$ cat src/rtl/led_drv_pkg.sv
package led_drv_pkg;

  // Display scheme, encoded as {speed select, steady select}
  typedef enum logic [1:0] {
    SCH_BLINK_ONLY   = 2'b00,
    SCH_STEADY_ONLY  = 2'b01,
    SCH_BLINK_SPEED  = 2'b10,
    SCH_STEADY_SPEED = 2'b11
  } scheme_e;

  function automatic logic scheme_blinks(input scheme_e s);
    return (s == SCH_BLINK_ONLY) || (s == SCH_BLINK_SPEED);
  endfunction

  function automatic logic scheme_shows_speed(input scheme_e s);
    return (s == SCH_BLINK_SPEED) || (s == SCH_STEADY_SPEED);
  endfunction

  // Dark phase: first half of a running period
  function automatic logic in_dark_half(input logic running,
                                        input int unsigned pos,
                                        input int unsigned half);
    return running && (pos < half);
  endfunction

endpackage

$ cat src/rtl/led_blink_timer.sv
module led_blink_timer
  import led_drv_pkg::*;
#(
  parameter int unsigned PERIOD = 8
) (
  input  logic clk,
  input  logic rst_n,
  input  logic link_up,
  input  logic activity,
  output logic busy,
  output logic dark_nxt
);
  localparam int unsigned CW   = (PERIOD > 2) ? $clog2(PERIOD) : 1;
  localparam int unsigned HALF = PERIOD / 2;
  localparam logic [CW-1:0] LAST = CW'(PERIOD - 1);

  logic          run_q, run_n;
  logic          pend_q, pend_n;
  logic [CW-1:0] pos_q, pos_n;
  logic          period_end;
  logic          restart_evt;
  logic          start_evt;
  logic          expire_evt;

  assign period_end  = run_q && (pos_q == LAST);
  assign start_evt   = link_up && !run_q && activity;
  assign restart_evt = link_up && period_end && (pend_q || activity);
  assign expire_evt  = link_up && period_end && !pend_q && !activity;

  always_comb begin
    run_n  = run_q;
    pend_n = pend_q;
    pos_n  = pos_q;
    if (!link_up) begin
      run_n  = 1'b0;
      pend_n = 1'b0;
      pos_n  = '0;
    end else if (!run_q) begin
      if (activity) begin
        run_n  = 1'b1;
        pend_n = 1'b0;
        pos_n  = '0;
      end
    end else if (period_end) begin
      run_n  = pend_q || activity;
      pend_n = 1'b0;
      pos_n  = '0;
    end else begin
      pos_n  = pos_q + 1'b1;
      pend_n = pend_q || activity;
    end
  end

  always_ff @(posedge clk) begin
    if (!rst_n) begin
      run_q  <= 1'b0;
      pend_q <= 1'b0;
      pos_q  <= '0;
    end else begin
      run_q  <= run_n;
      pend_q <= pend_n;
      pos_q  <= pos_n;
    end
  end

  assign busy     = run_q;
  assign dark_nxt = in_dark_half(run_n, int'(pos_n), HALF);

  assert_start_from_zero_R6: assert property (@(posedge clk) disable iff (!rst_n)
    start_evt |=> (run_q && pos_q == '0));

  assert_restart_runs_R7: assert property (@(posedge clk) disable iff (!rst_n)
    restart_evt |=> (run_q && pos_q == '0 && !pend_q));

  assert_expire_idle_R7: assert property (@(posedge clk) disable iff (!rst_n)
    expire_evt |=> !run_q);

  assert_cleared_nolink_R8: assert property (@(posedge clk) disable iff (!rst_n)
    !link_up |=> (!run_q && !pend_q));

endmodule

$ cat src/rtl/led_scheme_decode.sv
module led_scheme_decode
  import led_drv_pkg::*;
(
  input  logic cfg_speed_sel,
  input  logic cfg_steady_sel,
  output logic blink_en,
  output logic speed_en
);
  scheme_e scheme;

  assign scheme   = scheme_e'({cfg_speed_sel, cfg_steady_sel});
  assign blink_en = scheme_blinks(scheme);
  assign speed_en = scheme_shows_speed(scheme);

endmodule

$ cat src/rtl/led_out_stage.sv
module led_out_stage (
  input  logic clk,
  input  logic rst_n,
  input  logic link_up,
  input  logic speed_100,
  input  logic blink_en,
  input  logic speed_en,
  input  logic dark_nxt,
  output logic led_link,
  output logic led_speed,
  output logic led_speed_oe
);
  logic link_n, speed_n, oe_n;

  assign link_n  = link_up && !(blink_en && dark_nxt);
  assign oe_n    = speed_en;
  assign speed_n = speed_en && link_up && speed_100;

  always_ff @(posedge clk) begin
    if (!rst_n) begin
      led_link     <= 1'b0;
      led_speed    <= 1'b0;
      led_speed_oe <= 1'b0;
    end else begin
      led_link     <= link_n;
      led_speed    <= speed_n;
      led_speed_oe <= oe_n;
    end
  end

  assert_released_low_R9: assert property (@(posedge clk) disable iff (!rst_n)
    !led_speed_oe |-> !led_speed);

endmodule

$ cat src/rtl/led_status_drv.sv
module led_status_drv #(
  parameter int unsigned BLINK_CYCLES = 6250000
) (
  input  logic clk,
  input  logic rst_n,
  input  logic link_up,
  input  logic tx_act,
  input  logic rx_act,
  input  logic speed_100,
  input  logic cfg_speed_sel,
  input  logic cfg_steady_sel,
  output logic led_link,
  output logic led_speed,
  output logic led_speed_oe
);
  logic activity;
  logic blink_en, speed_en;
  logic timer_busy, dark_nxt;

  assign activity = tx_act || rx_act;

  led_scheme_decode u_dec (
    .cfg_speed_sel (cfg_speed_sel),
    .cfg_steady_sel(cfg_steady_sel),
    .blink_en      (blink_en),
    .speed_en      (speed_en)
  );

  led_blink_timer #(.PERIOD(BLINK_CYCLES)) u_tmr (
    .clk     (clk),
    .rst_n   (rst_n),
    .link_up (link_up),
    .activity(activity),
    .busy    (timer_busy),
    .dark_nxt(dark_nxt)
  );

  led_out_stage u_out (
    .clk         (clk),
    .rst_n       (rst_n),
    .link_up     (link_up),
    .speed_100   (speed_100),
    .blink_en    (blink_en),
    .speed_en    (speed_en),
    .dark_nxt    (dark_nxt),
    .led_link    (led_link),
    .led_speed   (led_speed),
    .led_speed_oe(led_speed_oe)
  );

  assert_nolink_dark_R8: assert property (@(posedge clk) disable iff (!rst_n)
    !link_up |=> (!led_link && !led_speed));

  assert_steady_on_R4: assert property (@(posedge clk) disable iff (!rst_n)
    (link_up && cfg_steady_sel) |=> led_link);

  assert_oe_tracks_cfg_R10: assert property (@(posedge clk) disable iff (!rst_n)
    1'b1 |=> (led_speed_oe == $past(cfg_speed_sel)));

  assert_blink_starts_dark_R6: assert property (@(posedge clk) disable iff (!rst_n)
    (BLINK_CYCLES >= 2 && link_up && activity && !timer_busy && !cfg_steady_sel)
      |=> !led_link);

endmodule

$ cat config.mk
export PLATFORM = sky130hd
export DESIGN_NAME = led_status_drv
export DESIGN_NICKNAME = d
export VERILOG_FILES = /design/src/rtl/led_drv_pkg.sv /design/src/rtl/led_blink_timer.sv /design/src/rtl/led_scheme_decode.sv /design/src/rtl/led_out_stage.sv /design/src/rtl/led_status_drv.sv
export SDC_FILE = /design/constraint.sdc
export NUM_CORES = 1
export LEC_CHECK = 0
export ABC_AREA = 1
export BUFFER_PORTS_ARGS = -buffer_cell sky130_fd_sc_hd__buf_4
export CAP_MARGIN = 0
export CORE_MARGIN = 8
export CORE_UTILIZATION = 45
export CTS_CLUSTER_SIZE = 25
export DETAILED_ROUTE_END_ITERATION = 12
export GPL_ROUTABILITY_DRIVEN = 0
export GPL_TIMING_DRIVEN = 0
export PLACE_DENSITY_LB_ADDON = 0.15
export RECOVER_POWER = 50
export SLEW_MARGIN = 25
export SYNTH_ARGS = -nofsm -noshare
export SYNTH_HDL_FRONTEND = slang
export SYNTH_SLANG_ARGS = --single-unit
export TNS_END_PERCENT = 100
$ cat constraint.sdc
create_clock -name clk -period 4.1 [get_ports clk]
set_input_delay 1.23 -clock clk [delete_from_list [all_inputs] [get_ports clk]]
set_output_delay 1.23 -clock clk [all_outputs]
set_load 0.01 [all_outputs]
; Word-level counts from Yosys, hierarchy flattened
; Index checks and enable logic that the tools add are counted.
[totals]
register_bits = 28
word_cells = 36
inputBits = 8
out_inout_bits = 3
[op_classes]
muxes = 11
n_eq_ne = 3
reduce_logical = 14
magnitude_cmp = 1
n_addsub = 1
[op_table]
columns = operator, count
row1 = $mux W23, 4
row2 = $add A23 B1 Y23 const B, 1
row3 = $eq A23 B23 Y1 const B, 1
row4 = $lt A23 B22 Y1 const B, 1
row5 = $mux W1, 7
row6 = $logic_and A1 B1 Y1, 6
row7 = $eq A2 B2 Y1 const B, 2
row8 = $logic_or A1 B1 Y1, 4
row9 = $logic_not A2 Y1, 1
row10 = $reduce_and A2 Y1, 1
row11 = $reduce_bool A2 Y1, 1
row12 = $logic_not A1 Y1, 1

; Logic depth before layout (Yosys ltp)
[depth]
word_depth = 10
mapped_depth = 15
depth_no_buf = 15

; Modules after synthesis
; Synthesis repeated with hierarchy kept, for this count alone.
[hier_totals]
hier_cells = 322
area_unflattened_um2 = 1889.3
[modules_own_cells]
columns = mod, area_per_inst_um2, cells_each, seq_area_each_um2, instances
row1 = led_blink_timer, 1780.5, 306, 500.5, 1
row2 = led_out_stage, 90.1, 11, 60.1, 1
row3 = led_status_drv, 11.3, 3, 0.0, 1
row4 = led_scheme_decode, 7.5, 2, 0.0, 1

; Worst setup path before layout
; OpenSTA, ideal clock, no wires.
[synth_path]
path_kind = input-to-reg
startpoint = in rx_act
endpoint = reg u_out.led_link
t_arrival_ps = 2336
setup_slack_ps = 1697
t_required_ps = 4033
setup_ps = 67
n_path_buf = 1
cell_stages = 12
cell_sequence = nor2_1 -> inv_1 -> nor2_1 -> buf_2 -> nand2_1 -> o21ai_0 -> nand2_1 -> nor2_1 -> nand2_1 -> nor2_2 -> nand2_1 -> a21oi_2
[synth_via]
elab_chain_cells = 9
word_cells_on_any_way = 14
cone_classes = order compare: 1 / mux: 7 / reduce/logical: 6
[synth_rtl]
columns = item, line_no
row1 = start: declaration, led_status_drv.sv:8  ; input logic rx_act,
row2 = $logic_or A1 B1 Y1 (*), led_status_drv.sv:20  ; assign activity = tx_act || rx_act;
row3 = $mux W23 / $logic_or A1 B1 Y1 (equally long branches), -
row4 = $mux W23 / $mux W1 (equally long branches), "led_blink_timer.sv:38, led_blink_timer.sv:44"
row5 = $mux W23 / $mux W1 (equally long branches), "led_blink_timer.sv:34, led_blink_timer.sv:38"
row6 = $lt A23 B22 Y1 / $mux W1 (equally long branches), "led_drv_pkg.sv:23, led_blink_timer.sv:34"
row7 = $logic_and A1 B1 Y1 (*), led_drv_pkg.sv:23  ; return running && (pos < half);
row8 = $logic_and A1 B1 Y1 (*), led_out_stage.sv:15  ; assign link_n = link_up && !(blink_en && dark_nxt);
row9 = $logic_not A1 Y1 (*), led_out_stage.sv:15
row10 = $logic_and A1 B1 Y1 (*), led_out_stage.sv:15
row11 = end signal: assignment, led_out_stage.sv:25  ; led_link <= link_n;
row12 = end: declaration, led_out_stage.sv:9  ; output logic led_link,
; Every way passes the cells marked *; elsewhere a longest branch is shown, timed or not.
; A chain may end at the register's enable or synchronous reset.

; Worst setup path in the final report
; Ends and elaborated chain as after synthesis.

==> metrics <==
fin util=49.1%; CP startpoint kind=input port; commonest non-fill, non-tap cell in the layout=nand2_1; Yosys top cell area share=between 20% and 30%; area added between synthesis and finish=7.86%; GR Util All Layers=between 10% and 20%; clock latency at the later pin of the worst-skew pair=about 0.28 ns; die width=between 80 and 90 µm; core area=around 0.0043 mm²; total of warnings raised by yosys=0; WHS Path Cells=2; min-delay worst type=flop to flop; clock sink total=28; die area=around 0.0067 mm²; 1st-iter DRT viols=between 70 and 80; Worst VDD drop=between 100 and 150 µV; global-route wire length before repair=between 8000 and 9000 µm; Net Count, Synth=between 300 and 400; mapped cell area=0.00194 mm²; drt drc=0; RSZ-0062 raised after global routing=false; Maximum Capacitance Violations=0; WL/cell=approximately 13 µm; Starting Density=between 40% and 50%; post_cts resized=0; final hold violations=0; pre-CTS setup slack=1.18 ns; Tcrit/Tclk final=a little under two thirds; R2R Path Start=u_tmr.pos_q[0]; worst slew pin tran=0.624 ns; Synth area leader=dfxtp_1; Vias per Instance=slightly below 5; Final #Nets=around 340; Ports=11; post-CTS setup buffers=0; most frequent cells in the layout=nand2_1, nor2_1, inv_1; root buffer cell=clkbuf_8; First-pass DRT Iterations=4; fraction of layout instances using a drive strength above 1=a little over an eighth; minimum clock period after layout=2.60 ns; CTS Buf Count=3; post-route ant nets=0; min-delay src=u_tmr.pos_q[1]; initial antenna violation count=0; Crit Path Class=input port to flop; CTS tree=yes; Chip Height=around 82 µm; # diodes=0; status=complete, no violations; CP max FO=9; CP arrival=approximately 2.8 ns; synth unique cells=30; Critical Path Sink Type=flop; WP data required=approximately 4.3 ns; Fin Setup TNS=0 ns; fin worst setup slack=around 1.5 ns; input/output buffers=9; Fmax achieved=around 0.39 GHz; pwr/cell area=229 mW/mm²; Detail Placement HPWL=approximately 3900 µm; row count=24; clk_skew=between 0.003 and 0.004 ns; Synth Register Bits=28; H-tree depth=1; Detailed Route WL=4950 µm; Synth area leaders=dfxtp_1, nand2_1, nor2_1, inv_1, nor2_2; final setup fails=0; Rel. slew slack=roughly 58%; Seq/Total Area, Yosys=between 20 and 30%; fill count=between 400 and 500; Cells after Synth=~320; largest net degree at the start of global routing=15; vias in the first global route=1798; leakage=between 0.7 and 0.8 nW; Hold Path Sink=u_tmr.pos_q[1]; reg-to-reg endpoint=u_out.led_link; deepest clock path buffer count=2; hold-fix buffers at CTS=0; fin. max-slew vios=0; total number of vias=1893; r2r setup slk=1.99 ns; worst reg2reg path depth=13; grt total ovfl=0; post-synthesis average cell area=roughly 6 µm²; Reg clk slew, reported paths=approximately 0.1 ns
==> logic make-up (layout without fill, tap and decap cells) <==
family	after synthesis	count (layout)	share of synthesized area, %
adder cells (fa/ha/maj)	1	1	0.644
buffers and inverters	40	52	7.99
XOR/XNOR	9	9	4.45
AO/OA/AOI/OAI	30	30	9.34
AND/OR/NAND/NOR	210	210	48.7
flip-flops	28	28	28.9
==> power by group <==
part	total (mW)	internal (mW)	leakage (nW)	switching, mW
logic	0.0445	0.0135	0.481	0.0310
registers	0.279	0.276	0.227	0.00325
clock network	0.156	0.0663	0.0216	0.0893
==> layout make-up <==
cell class | count | area [µm²] | area share, %
inverters | 35 | 134 | 6.39
plain buffers | 5 | 21.3 | 1.02
clock buffers | 3 | 41.3 | 1.97
flip-flops and latches | 28 | 561 | 26.8
multi-input cells | 250 | 1220 | 58.2
well taps | 52 | 65.1 | 3.11
repair buffers | 9 | 52.6 | 2.51
==> flip-flops by register name (all words and copies together) (netlist names) <==
signal / count
u_out.led_link: 1
u_tmr.pend_q: 1
u_out.led_speed_oe: 1
u_tmr.busy: 1
u_out.led_speed: 1
u_tmr.pos_q: 23
==> worst max path at each step <==
stage                     slack (ns)    from        endpoint  depth (start not counted)
after CTS                       1.48  rx_act  u_out.led_link                         13
final                           1.50  rx_act  u_out.led_link                         13
after global placement          1.19  rx_act  u_out.led_link                         13
after detailed placement        1.18  rx_act  u_out.led_link                         13
after global routing            1.28  rx_act  u_out.led_link                         13
after floorplan                 1.70  rx_act  u_out.led_link                         12
==> critical path: stages <==
cell and delay (ns):
clkbuf_4 0.11, nor2_1 0.09, inv_1 0.14, nor2_1 0.25, inv_1 0.22, nor2_1 0.22
nor2_2 0.07, nand2_1 0.06, nor2_1 0.04, nand3_1 0.08, nand2_1 0.09, nand2_1 0.10
a21oi_2 0.05
==> per-stage QoR <==
stage                     cells  hold WS (ns)  area [µm²]  power [mW]
after CTS                   382         0.524        2120       0.487
after global placement      379         0.494        2070       0.332
after global routing        382         0.561        2090       0.503
after floorplan             318         0.474        1940       0.314
final                       382         0.521        2090       0.479
after detailed placement    379         0.509        2070       0.332
==> synth_stat cells (all sizes together) <==
| cell | instances |
|---|---|
| a211oi | 2 |
| a2111oi | 1 |
| buf | 2 |
| nor3 | 2 |
| nand2 | 100 |
| nand3 | 21 |
| dfxtp | 28 |
| clkbuf | 3 |
| a21oi | 12 |
| o22ai | 1 |
| a31oi | 2 |
| o21ai | 12 |
| nand4 | 7 |
| inv | 35 |
| nor2 | 79 |
| xor2 | 9 |
| ha | 1 |
| nand3b | 1 |
==> layer usage <==
layer | vias to the layer above | global-route usage [%] | part of all wire (%)
met5 | - | 0 | 0
met4 | 0 | 4.56 | 1.1
met3 | 5 | 2.41 | 2.9
met2 | 33 | 26.9 | 46
met1 | 830 | 21.1 | 50
li1 | 1025 | - | -
(Power assumes the default switching activity.)
